[config.mk]
export PLATFORM = sky130hd
export DESIGN_NAME = mesi_line_ctrl
export DESIGN_NICKNAME = d
export VERILOG_FILES = /design/src/rtl/mesi_pkg.sv /design/src/rtl/mesi_line_store.sv /design/src/rtl/mesi_next.sv /design/src/rtl/mesi_rsp.sv /design/src/rtl/mesi_line_ctrl.sv
export SDC_FILE = /design/constraint.sdc
export NUM_CORES = 1
export LEC_CHECK = 0
export ABC_CLOCK_PERIOD_IN_PS = 1900
export BUFFER_PORTS_ARGS = -buffer_cell sky130_fd_sc_hd__buf_2
export CAP_MARGIN = 40
export CELL_PAD_IN_SITES_DETAIL_PLACEMENT = 0
export CELL_PAD_IN_SITES_GLOBAL_PLACEMENT = 1
export CORE_ASPECT_RATIO = 1.5
export CORE_MARGIN = 1.5
export CORE_UTILIZATION = 43
export CTS_CLUSTER_SIZE = 30
export DETAILED_ROUTE_END_ITERATION = 6
export PLACE_DENSITY = 0.87
export SLEW_MARGIN = 20
export SYNTH_ARGS = -nofsm -noshare
export SYNTH_HDL_FRONTEND = slang
export SYNTH_SLANG_ARGS = --single-unit
[constraint.sdc]
create_clock -name clk -period 1.9 [get_ports clk]
set_input_delay 0.095 -clock clk [delete_from_list [all_inputs] [get_ports clk]]
set_output_delay 0.095 -clock clk [all_outputs]
set_load 0.005 [all_outputs]
[src/rtl/mesi_pkg.sv]
package mesi_pkg;

    typedef enum logic [1:0] {
        ST_I = 2'd0,
        ST_S = 2'd1,
        ST_E = 2'd2,
        ST_M = 2'd3
    } mesi_e;

    typedef enum logic [2:0] {
        ACT_NONE   = 3'd0,
        ACT_SRD    = 3'd1,
        ACT_BURST  = 3'd2,
        ACT_SWR    = 3'd3,
        ACT_L1FILL = 3'd4,
        ACT_L2WR   = 3'd5
    } act_e;

endpackage

[src/rtl/mesi_line_store.sv]
module mesi_line_store
    import mesi_pkg::*;
#(
    parameter int NUM_LINES = 8,
    parameter int LINE_W    = $clog2(NUM_LINES)
) (
    input  logic              clk,
    input  logic              rst_n,
    input  logic [LINE_W-1:0] idx,
    input  logic              wr_en,
    input  logic              wr_inst,
    input  mesi_e             l1_nxt,
    input  mesi_e             l2_nxt,
    output mesi_e             l1d_cur,
    output mesi_e             l1i_cur,
    output mesi_e             l2_cur
);

    mesi_e l1d_q [NUM_LINES];
    mesi_e l1i_q [NUM_LINES];
    mesi_e l2_q  [NUM_LINES];

    for (genvar g = 0; g < NUM_LINES; g++) begin : g_line
        logic hit;
        assign hit = wr_en && (idx == LINE_W'(g));

        always_ff @(posedge clk) begin
            if (!rst_n) begin
                l1d_q[g] <= ST_I;
                l1i_q[g] <= ST_I;
                l2_q[g]  <= ST_I;
            end else if (hit) begin
                if (wr_inst) begin
                    l1i_q[g] <= l1_nxt;
                end else begin
                    l1d_q[g] <= l1_nxt;
                end
                l2_q[g] <= l2_nxt;
            end
        end
    end

    assign l1d_cur = l1d_q[idx];
    assign l1i_cur = l1i_q[idx];
    assign l2_cur  = l2_q[idx];

endmodule

[src/rtl/mesi_next.sv]
module mesi_next
    import mesi_pkg::*;
(
    input  logic  is_write,
    input  logic  is_inst,
    input  mesi_e l1_cur,
    input  mesi_e l2_cur,
    input  logic  cache_req,
    input  logic  cache_ack,
    input  logic  page_wt,
    input  logic  wb_mode,
    output mesi_e l1_nxt,
    output mesi_e l2_nxt,
    output act_e  act,
    output logic  err
);

    mesi_e fill_st;
    mesi_e l1_fill_st;
    logic  cacheable;

    assign fill_st    = (!page_wt && wb_mode) ? ST_E : ST_S;
    assign l1_fill_st = is_inst ? ST_S : fill_st;
    assign cacheable  = cache_req && cache_ack;

    always_comb begin
        l1_nxt = l1_cur;
        l2_nxt = l2_cur;
        act    = ACT_NONE;
        err    = 1'b0;
        if (is_write && is_inst) begin
            err = 1'b1;
        end else if (!is_write) begin
            unique case (l1_cur)
                ST_S, ST_E, ST_M: begin
                    act = ACT_NONE;
                end
                default: begin
                    if (l2_cur != ST_I) begin
                        act    = ACT_L1FILL;
                        l1_nxt = l1_fill_st;
                    end else if (cacheable) begin
                        act    = ACT_BURST;
                        l1_nxt = l1_fill_st;
                        l2_nxt = fill_st;
                    end else begin
                        act = ACT_SRD;
                    end
                end
            endcase
        end else begin
            unique case (l1_cur)
                ST_M, ST_E: begin
                    act    = ACT_NONE;
                    l1_nxt = ST_M;
                end
                ST_S: begin
                    act = ACT_SWR;
                end
                default: begin
                    unique case (l2_cur)
                        ST_M, ST_E: begin
                            act    = ACT_L2WR;
                            l2_nxt = ST_M;
                        end
                        default: begin
                            act = ACT_SWR;
                        end
                    endcase
                end
            endcase
        end
    end

endmodule

[src/rtl/mesi_rsp.sv]
module mesi_rsp
    import mesi_pkg::*;
(
    input  logic       clk,
    input  logic       rst_n,
    input  logic       take,
    input  act_e       act_in,
    input  logic       err_in,
    input  mesi_e      l1_in,
    input  mesi_e      l2_in,
    output logic       rsp_valid,
    output logic [5:0] strobes,
    output logic [1:0] l1_state,
    output logic [1:0] l2_state
);

    act_e  act_q;
    logic  err_q;
    logic  vld_q;
    mesi_e l1_q;
    mesi_e l2_q;

    always_ff @(posedge clk) begin
        if (!rst_n) begin
            act_q <= ACT_NONE;
            err_q <= 1'b0;
            vld_q <= 1'b0;
            l1_q  <= ST_I;
            l2_q  <= ST_I;
        end else begin
            vld_q <= take;
            act_q <= take ? act_in : ACT_NONE;
            err_q <= take && err_in;
            if (take) begin
                l1_q <= l1_in;
                l2_q <= l2_in;
            end
        end
    end

    // strobe order: single read, burst, single write, L1 fill, L2 write, error
    always_comb begin
        strobes = 6'b000000;
        unique case (act_q)
            ACT_SRD:    strobes[5] = 1'b1;
            ACT_BURST:  strobes[4] = 1'b1;
            ACT_SWR:    strobes[3] = 1'b1;
            ACT_L1FILL: strobes[2] = 1'b1;
            ACT_L2WR:   strobes[1] = 1'b1;
            default:    strobes    = 6'b000000;
        endcase
        strobes[0] = err_q;
    end

    assign rsp_valid = vld_q;
    assign l1_state  = l1_q;
    assign l2_state  = l2_q;

endmodule

[src/rtl/mesi_line_ctrl.sv]
module mesi_line_ctrl
    import mesi_pkg::*;
#(
    parameter int NUM_LINES = 8,
    parameter int LINE_W    = $clog2(NUM_LINES)
) (
    input  logic              clk,
    input  logic              rst_n,
    input  logic              acc_valid,
    input  logic              acc_write,
    input  logic              acc_inst,
    input  logic [LINE_W-1:0] acc_line,
    input  logic              cache_req,
    input  logic              cache_ack,
    input  logic              page_wt,
    input  logic              wb_mode,
    output logic              rsp_valid,
    output logic              bus_single_rd,
    output logic              bus_burst_rd,
    output logic              bus_single_wr,
    output logic              l1_fill,
    output logic              l2_wr,
    output logic              inst_wr_err,
    output logic [1:0]        rsp_l1_state,
    output logic [1:0]        rsp_l2_state
);

    mesi_e      l1d_cur;
    mesi_e      l1i_cur;
    mesi_e      l2_cur;
    mesi_e      l1_sel;
    mesi_e      l1_nxt;
    mesi_e      l2_nxt;
    act_e       act;
    logic       err;
    logic [5:0] strobes;

    assign l1_sel = acc_inst ? l1i_cur : l1d_cur;

    mesi_line_store #(
        .NUM_LINES (NUM_LINES),
        .LINE_W    (LINE_W)
    ) i_store (
        .clk     (clk),
        .rst_n   (rst_n),
        .idx     (acc_line),
        .wr_en   (acc_valid && !err),
        .wr_inst (acc_inst),
        .l1_nxt  (l1_nxt),
        .l2_nxt  (l2_nxt),
        .l1d_cur (l1d_cur),
        .l1i_cur (l1i_cur),
        .l2_cur  (l2_cur)
    );

    mesi_next i_next (
        .is_write  (acc_write),
        .is_inst   (acc_inst),
        .l1_cur    (l1_sel),
        .l2_cur    (l2_cur),
        .cache_req (cache_req),
        .cache_ack (cache_ack),
        .page_wt   (page_wt),
        .wb_mode   (wb_mode),
        .l1_nxt    (l1_nxt),
        .l2_nxt    (l2_nxt),
        .act       (act),
        .err       (err)
    );

    mesi_rsp i_rsp (
        .clk       (clk),
        .rst_n     (rst_n),
        .take      (acc_valid),
        .act_in    (act),
        .err_in    (err),
        .l1_in     (l1_nxt),
        .l2_in     (l2_nxt),
        .rsp_valid (rsp_valid),
        .strobes   (strobes),
        .l1_state  (rsp_l1_state),
        .l2_state  (rsp_l2_state)
    );

    assign bus_single_rd = strobes[5];
    assign bus_burst_rd  = strobes[4];
    assign bus_single_wr = strobes[3];
    assign l1_fill       = strobes[2];
    assign l2_wr         = strobes[1];
    assign inst_wr_err   = strobes[0];

endmodule

# [Word level (Yosys, flattened, before mapping)]
# Memory sizes are Yosys's and may differ from the RTL's.
# Index checks and enable logic that the tools add are counted.
[word_totals] regBits=9 latch_bits=0 ram_bits=48 mem_bits_ro=0 output_inout_bits=11 wordCells=199 mem_count=3
[memory_table] name="i_store.l1d_q" words=8 width=2 read_ports=1 rd_clocked_by_memory_dff=0 wr=8 line_no="mesi_line_store.sv:19" text="mesi_e l1d_q [NUM_LINES];"
[memory_table] name="i_store.l1i_q" words=8 width=2 read_ports=1 rd_clocked_by_memory_dff=0 wr=8 line_no="mesi_line_store.sv:20" text="mesi_e l1i_q [NUM_LINES];"
[memory_table] name="i_store.l2_q" words=8 width=2 read_ports=1 rd_clocked_by_memory_dff=0 wr=8 line_no="mesi_line_store.sv:21" text="mesi_e l2_q [NUM_LINES];"
[op_classes] addsub=0 n_mul=0 n_div=0 n_lt_le_gt_ge=0 n_eq_ne=17 shifts=0 mux=127 n_bitwise=26 n_reduce_logical=21
[op_table] operator="two-way mux 2 bit" n=41
[op_table] operator="two-way mux 1 bit" n=81
[op_table] operator="OR 1 bit" n=24
[op_table] operator="equality test 3 bit, second input constant" n=6
[op_table] operator="logical AND 1 bit" n=13
[op_table] operator="equality test 3 x 2 -> 1 bit, second input constant" n=4
[op_table] operator="two-way mux 3 bit" n=4
[op_table] operator="equality test 2 bit, second input constant" n=4
[op_table] operator="equality test 3 x 1 -> 1 bit, second input constant" n=2
[op_table] operator="case mux 3 bit (2 select lines)" n=1
[op_table] operator="OR reduction 3 bit" n=2
[op_table] operator="OR reduction 2 bit" n=2
[op_table] operator="zero test 3 bit" n=1
[op_table] operator="equality test 2 x 1 -> 1 bit, second input constant" n=1
[op_table] operator="zero test 1 bit" n=2
[op_table] operator="NOT 1 bit" n=2
[op_table] operator="nonzero test 2 bit" n=1

# [Longest topological paths before layout]
[logic_depth] ltp_word=10 depth_mapped=9

# [Cells and area by module]
# A second synthesis with hierarchy kept.
[unflattened] hier_cells=266 area_unflattened_um2=2895.3
[modules_own_cells] module="mesi_line_store" n_inst=1 cells_per_inst=207 area_each_um2=2367.3 seq_area_each_um2=1441.4
[modules_own_cells] module="mesi_rsp" n_inst=1 cells_per_inst=29 area_each_um2=341.6 seq_area_each_um2=180.2
[modules_own_cells] module="mesi_next" n_inst=1 cells_per_inst=27 area_each_um2=157.7 seq_area_each_um2=0.0
[modules_own_cells] module="mesi_line_ctrl" n_inst=1 cells_per_inst=3 area_each_um2=28.8 seq_area_each_um2=0.0

# [Worst setup path before layout]
# Ideal clock, no wire load.
[synth_timing] path_kind="reg2reg" startpoint="memory i_store.l2_q[3][0] (netlist bit)" endpoint="memory i_store.l1d_q[1][0] (netlist bit), data pin" setup_time_ns=0.264 t_arrival_ns=1.681 required_ns=1.636 path_slack_ns=-0.046 path_stages_with_launch=7 n_path_buf=0 synth_period_minus_slack_ns=1.946 cell_sequence="edfxtp_1 -> mux4_1 -> and2_1 -> o21ai_2 -> a31oi_1 -> a21oi_2 -> nor2_1"
[synth_lines] item="start, declared" line_no="mesi_line_store.sv:21"
[synth_lines] item="end, declared" line_no="mesi_line_store.sv:19"

==> impl_metrics.env <==
export IMPL_max_cap_violations=0
export IMPL_viasPerCell=5.76
export IMPL_drv_slew=0
export IMPL_drive_gt1_share_pct=31.6
export IMPL_ys_ff_latch=57
export IMPL_p_switching_uw=865
export IMPL_antenna_found_initial=0
export IMPL_clkPwrFrac_pct=36.8
export IMPL_syn_inst=273
export IMPL_worst_pin_slew_ns=0.617
export IMPL_fin_setup_tns_ns=-6.56
export IMPL_synth_area_um2=2970
export IMPL_first_pass_iters=4
export IMPL_rsz0062_at_grt="true"
export IMPL_dpl_hpwl_mm=5.62
export IMPL_p_int_uw=2270
export IMPL_yosysWarnings=0
export IMPL_pwr_density_cell_nw_per_um2=828
export IMPL_status="complete, but fails checks"
export IMPL_period_needed_ns=2.12
export IMPL_yosysSeqAreaShare_pct=54.6
export IMPL_tritoncts="done"
export IMPL_placed_cells=398
export IMPL_num_nets_final=346
export IMPL_dr_first_iter_drc_count=208
export IMPL_dieHeight_um=105
export IMPL_worstPathArrival_ns=2.31
export IMPL_netlist_area_leader_share_pct=48.6
export IMPL_cts_buffer_depth=2
export IMPL_yosys_top_cells_area="edfxtp_1 (49%), nor2_1 (9.4%), dfxtp_1 (6.1%)"
export IMPL_track_usage_pct=21.7
export IMPL_antenna_cells=0
export IMPL_finalHoldViolCount=0
export IMPL_overflow=0
export IMPL_synth_ff_type="edfxtp_1"
export IMPL_setup_ws_ns=-0.224
export IMPL_grt_pass1_wl_mm=11.7
export IMPL_cts_max_level=3
export IMPL_final_cells=415
export IMPL_cts_sinks=57
export IMPL_synth_area_mux_share_pct=9.44
export IMPL_min_path_type="in2reg"
export IMPL_die_area_um2=7420
export IMPL_start_util_pct=45.1
export IMPL_synth_top_family_by_area="simple AND/OR/NAND/NOR gates"
export IMPL_cp_end_kind="flop"
export IMPL_startpoint_type="flop"
export IMPL_skew_ns=0.0108
export IMPL_insertion_delay_ns=0.34
export IMPL_cts_root_buffer="clkbuf_8"
export IMPL_pwr_share_seq_pct=45.9
export IMPL_clkTransAtPathRegs_ns=0.07
export IMPL_syn_num_nets=285
export IMPL_num_vias=2390
export IMPL_drc_errors=0
export IMPL_fmax_ghz=0.471
export IMPL_ioPinCount=23
export IMPL_synth_compound_area_share_pct=10.8
export IMPL_synth_edff_count=48
export IMPL_ant_nets=0
export IMPL_power_leakage_uw=0.00150
export IMPL_finalInstanceArea_um2=3780
export IMPL_avgSynthCellArea_um2=10.9
export IMPL_finalSetupViolCount=45
export IMPL_rows=36
export IMPL_crit_fanout=4
export IMPL_final_period_utilization_pct=112
export IMPL_routabilityCongestion=0.860
export IMPL_switching_share_pct=27.6
export IMPL_yosys_area_top_type="edfxtp_1"
export IMPL_relSlewSlack_pct=58.5
export IMPL_synth_distinct_cells=51
export IMPL_max_vdd_ir_drop_mv=0.372
export IMPL_grt_pass1_vias=2379
export IMPL_cp_required_ns=2.09
export IMPL_synth_async_reset_ratio_pct=0
export IMPL_wirelength_mm=7.63
export IMPL_synth_fa_ha_area_share_pct=0
export IMPL_io_buffer_count=22
export IMPL_dpl_cell_area_um2=3480
export IMPL_worstSetupPathType="reg2reg"
export IMPL_violations="negative setup slack"
export IMPL_cts_buffers=9
export IMPL_synthXorXnorAreaFrac_pct=0
export IMPL_grt_max_degree=24
export IMPL_die_w_um=70.8
export IMPL_synthSimpleGateAreaFrac_pct=20.8
export IMPL_comb_power_share_pct=17.3
export IMPL_wl_per_cell_um=18.4
export IMPL_syn2layout_area_growth_pct=27.4
export IMPL_core_area_um2=6580
Yosys cell counts (2+ instances only):
library cell	count
nor2_1	74
edfxtp_1	48
mux2i_1	12
nand3_1	12
inv_1	11
nand2_1	10
dfxtp_1	9
clkbuf_1	8
o21ai_0	8
a21boi_0	6
nor2b_1	5
a21oi_1	4
a31oi_1	4
and3b_1	4
and2_1	3
mux4_1	3
nand2b_1	3
nand3b_1	3
nand4_1	3
nor3b_1	3
o21ai_2	3
and3_1	2
buf_1	2
buf_2	2
mux2_2	2
mux4_2	2
o21a_1	2
o31ai_1	2
cell type report:
cell class | count | area [um2]
Fill cell | 562 | 2800
Sequential cell | 57 | 1620
Multi-Input combinational cell | 191 | 1360
Timing Repair Buffer | 64 | 465
Clock buffer | 9 | 124
Tap cell | 76 | 95.1
Clock inverter | 7 | 76.3
Inverter | 11 | 41.3
repair_timing:
item | CTS | global route
cloned | 1 | 0
hold buffers | 0 | 0
pin swaps | 20 | 6
setup endpoints to repair | 46 | 46
setup buffers | 0 | 0
gates resized for setup | 13 | 5
layout by cell type, fill, tap and decap left out, types with 7 or more instances in the layout:
master and instances:
buf_2 22, buf_4 36, clkbuf_8 9, dfxtp_1 9, edfxtp_1 48, inv_1 11
mux2i_1 12, nand2_1 10, nand3_1 11, nor2_1 74, o21ai_0 7
power groups by stage:
stage,registers [uW],logic (uW),clock network (uW)
floorplan,1460,297,0
global placement,1460,479,0
detailed placement,1460,486,0
CTS,1440,526,1160
global route,1440,579,1210
finish,1440,543,1150
routing by layer:
| metal | vias up | GRT usage (%) | part of all wire (%) |
|---|---|---|---|
| met5 | - | 0 | 0 |
| met2 | 82 | 41.1 | 56 |
| met1 | 1176 | 20.2 | 35 |
| li1 | 1109 | - | - |
| met3 | 23 | 4.73 | 3.9 |
| met4 | 0 | 13.5 | 5.1 |
cell families after synthesis:
kind of cell	count (synthesis)
and+or+nand+nor	129
muxes	20
buffers and inverters	26
DFF	57
AOI/OAI and AO/OA	41
metrics by stage:
step | power, uW | hold slack, ns | util [%] | setup WS (ns)
floorplan | 1750 | 0.227 | - | -0.0164
global placement | 1940 | 0.407 | 52.9 | -0.229
detailed placement | 1950 | 0.422 | 52.9 | -0.256
CTS | 3120 | 0.0653 | 57.1 | -0.205
global route | 3230 | 0.110 | 57.5 | -0.276
finish | 3130 | 0.0804 | 57.5 | -0.224
worst paths after layout:
| path | slack (ns) | depth (start not counted) | startpoint | endpoint |
|---|---|---|---|---|
| min | 0.08 | 2 | acc_valid | i_rsp.l1_state[0] |
| max | -0.22 | 7 | i_store.l2_q[3][0] | i_store.l2_q[4][0] |
| max reg2reg | -0.22 | 7 | i_store.l2_q[3][0] | i_store.l2_q[4][0] |
| min reg2reg | 0.49 | 2 | i_rsp.l2_state[0] | i_rsp.l2_state[0] |
critical path: stages (launching register included):
cell and delay, ns:
edfxtp_1 0.42, mux4_2 0.47, and2_4 0.16, o21ai_4 0.23, buf_6 0.15, o211a_4 0.23, a41oi_4 0.17, nor2_1 0.14
sequential cells by signal, indices dropped and copies added (netlist names):
name / count
i_store.l1i_q: 16
i_rsp.act_q: 3
i_rsp.err_q: 1
i_store.l2_q: 16
i_rsp.l1_state: 2
i_store.l1d_q: 16
i_rsp.rsp_valid: 1
i_rsp.l2_state: 2
Power figures use the tool's default switching activity.
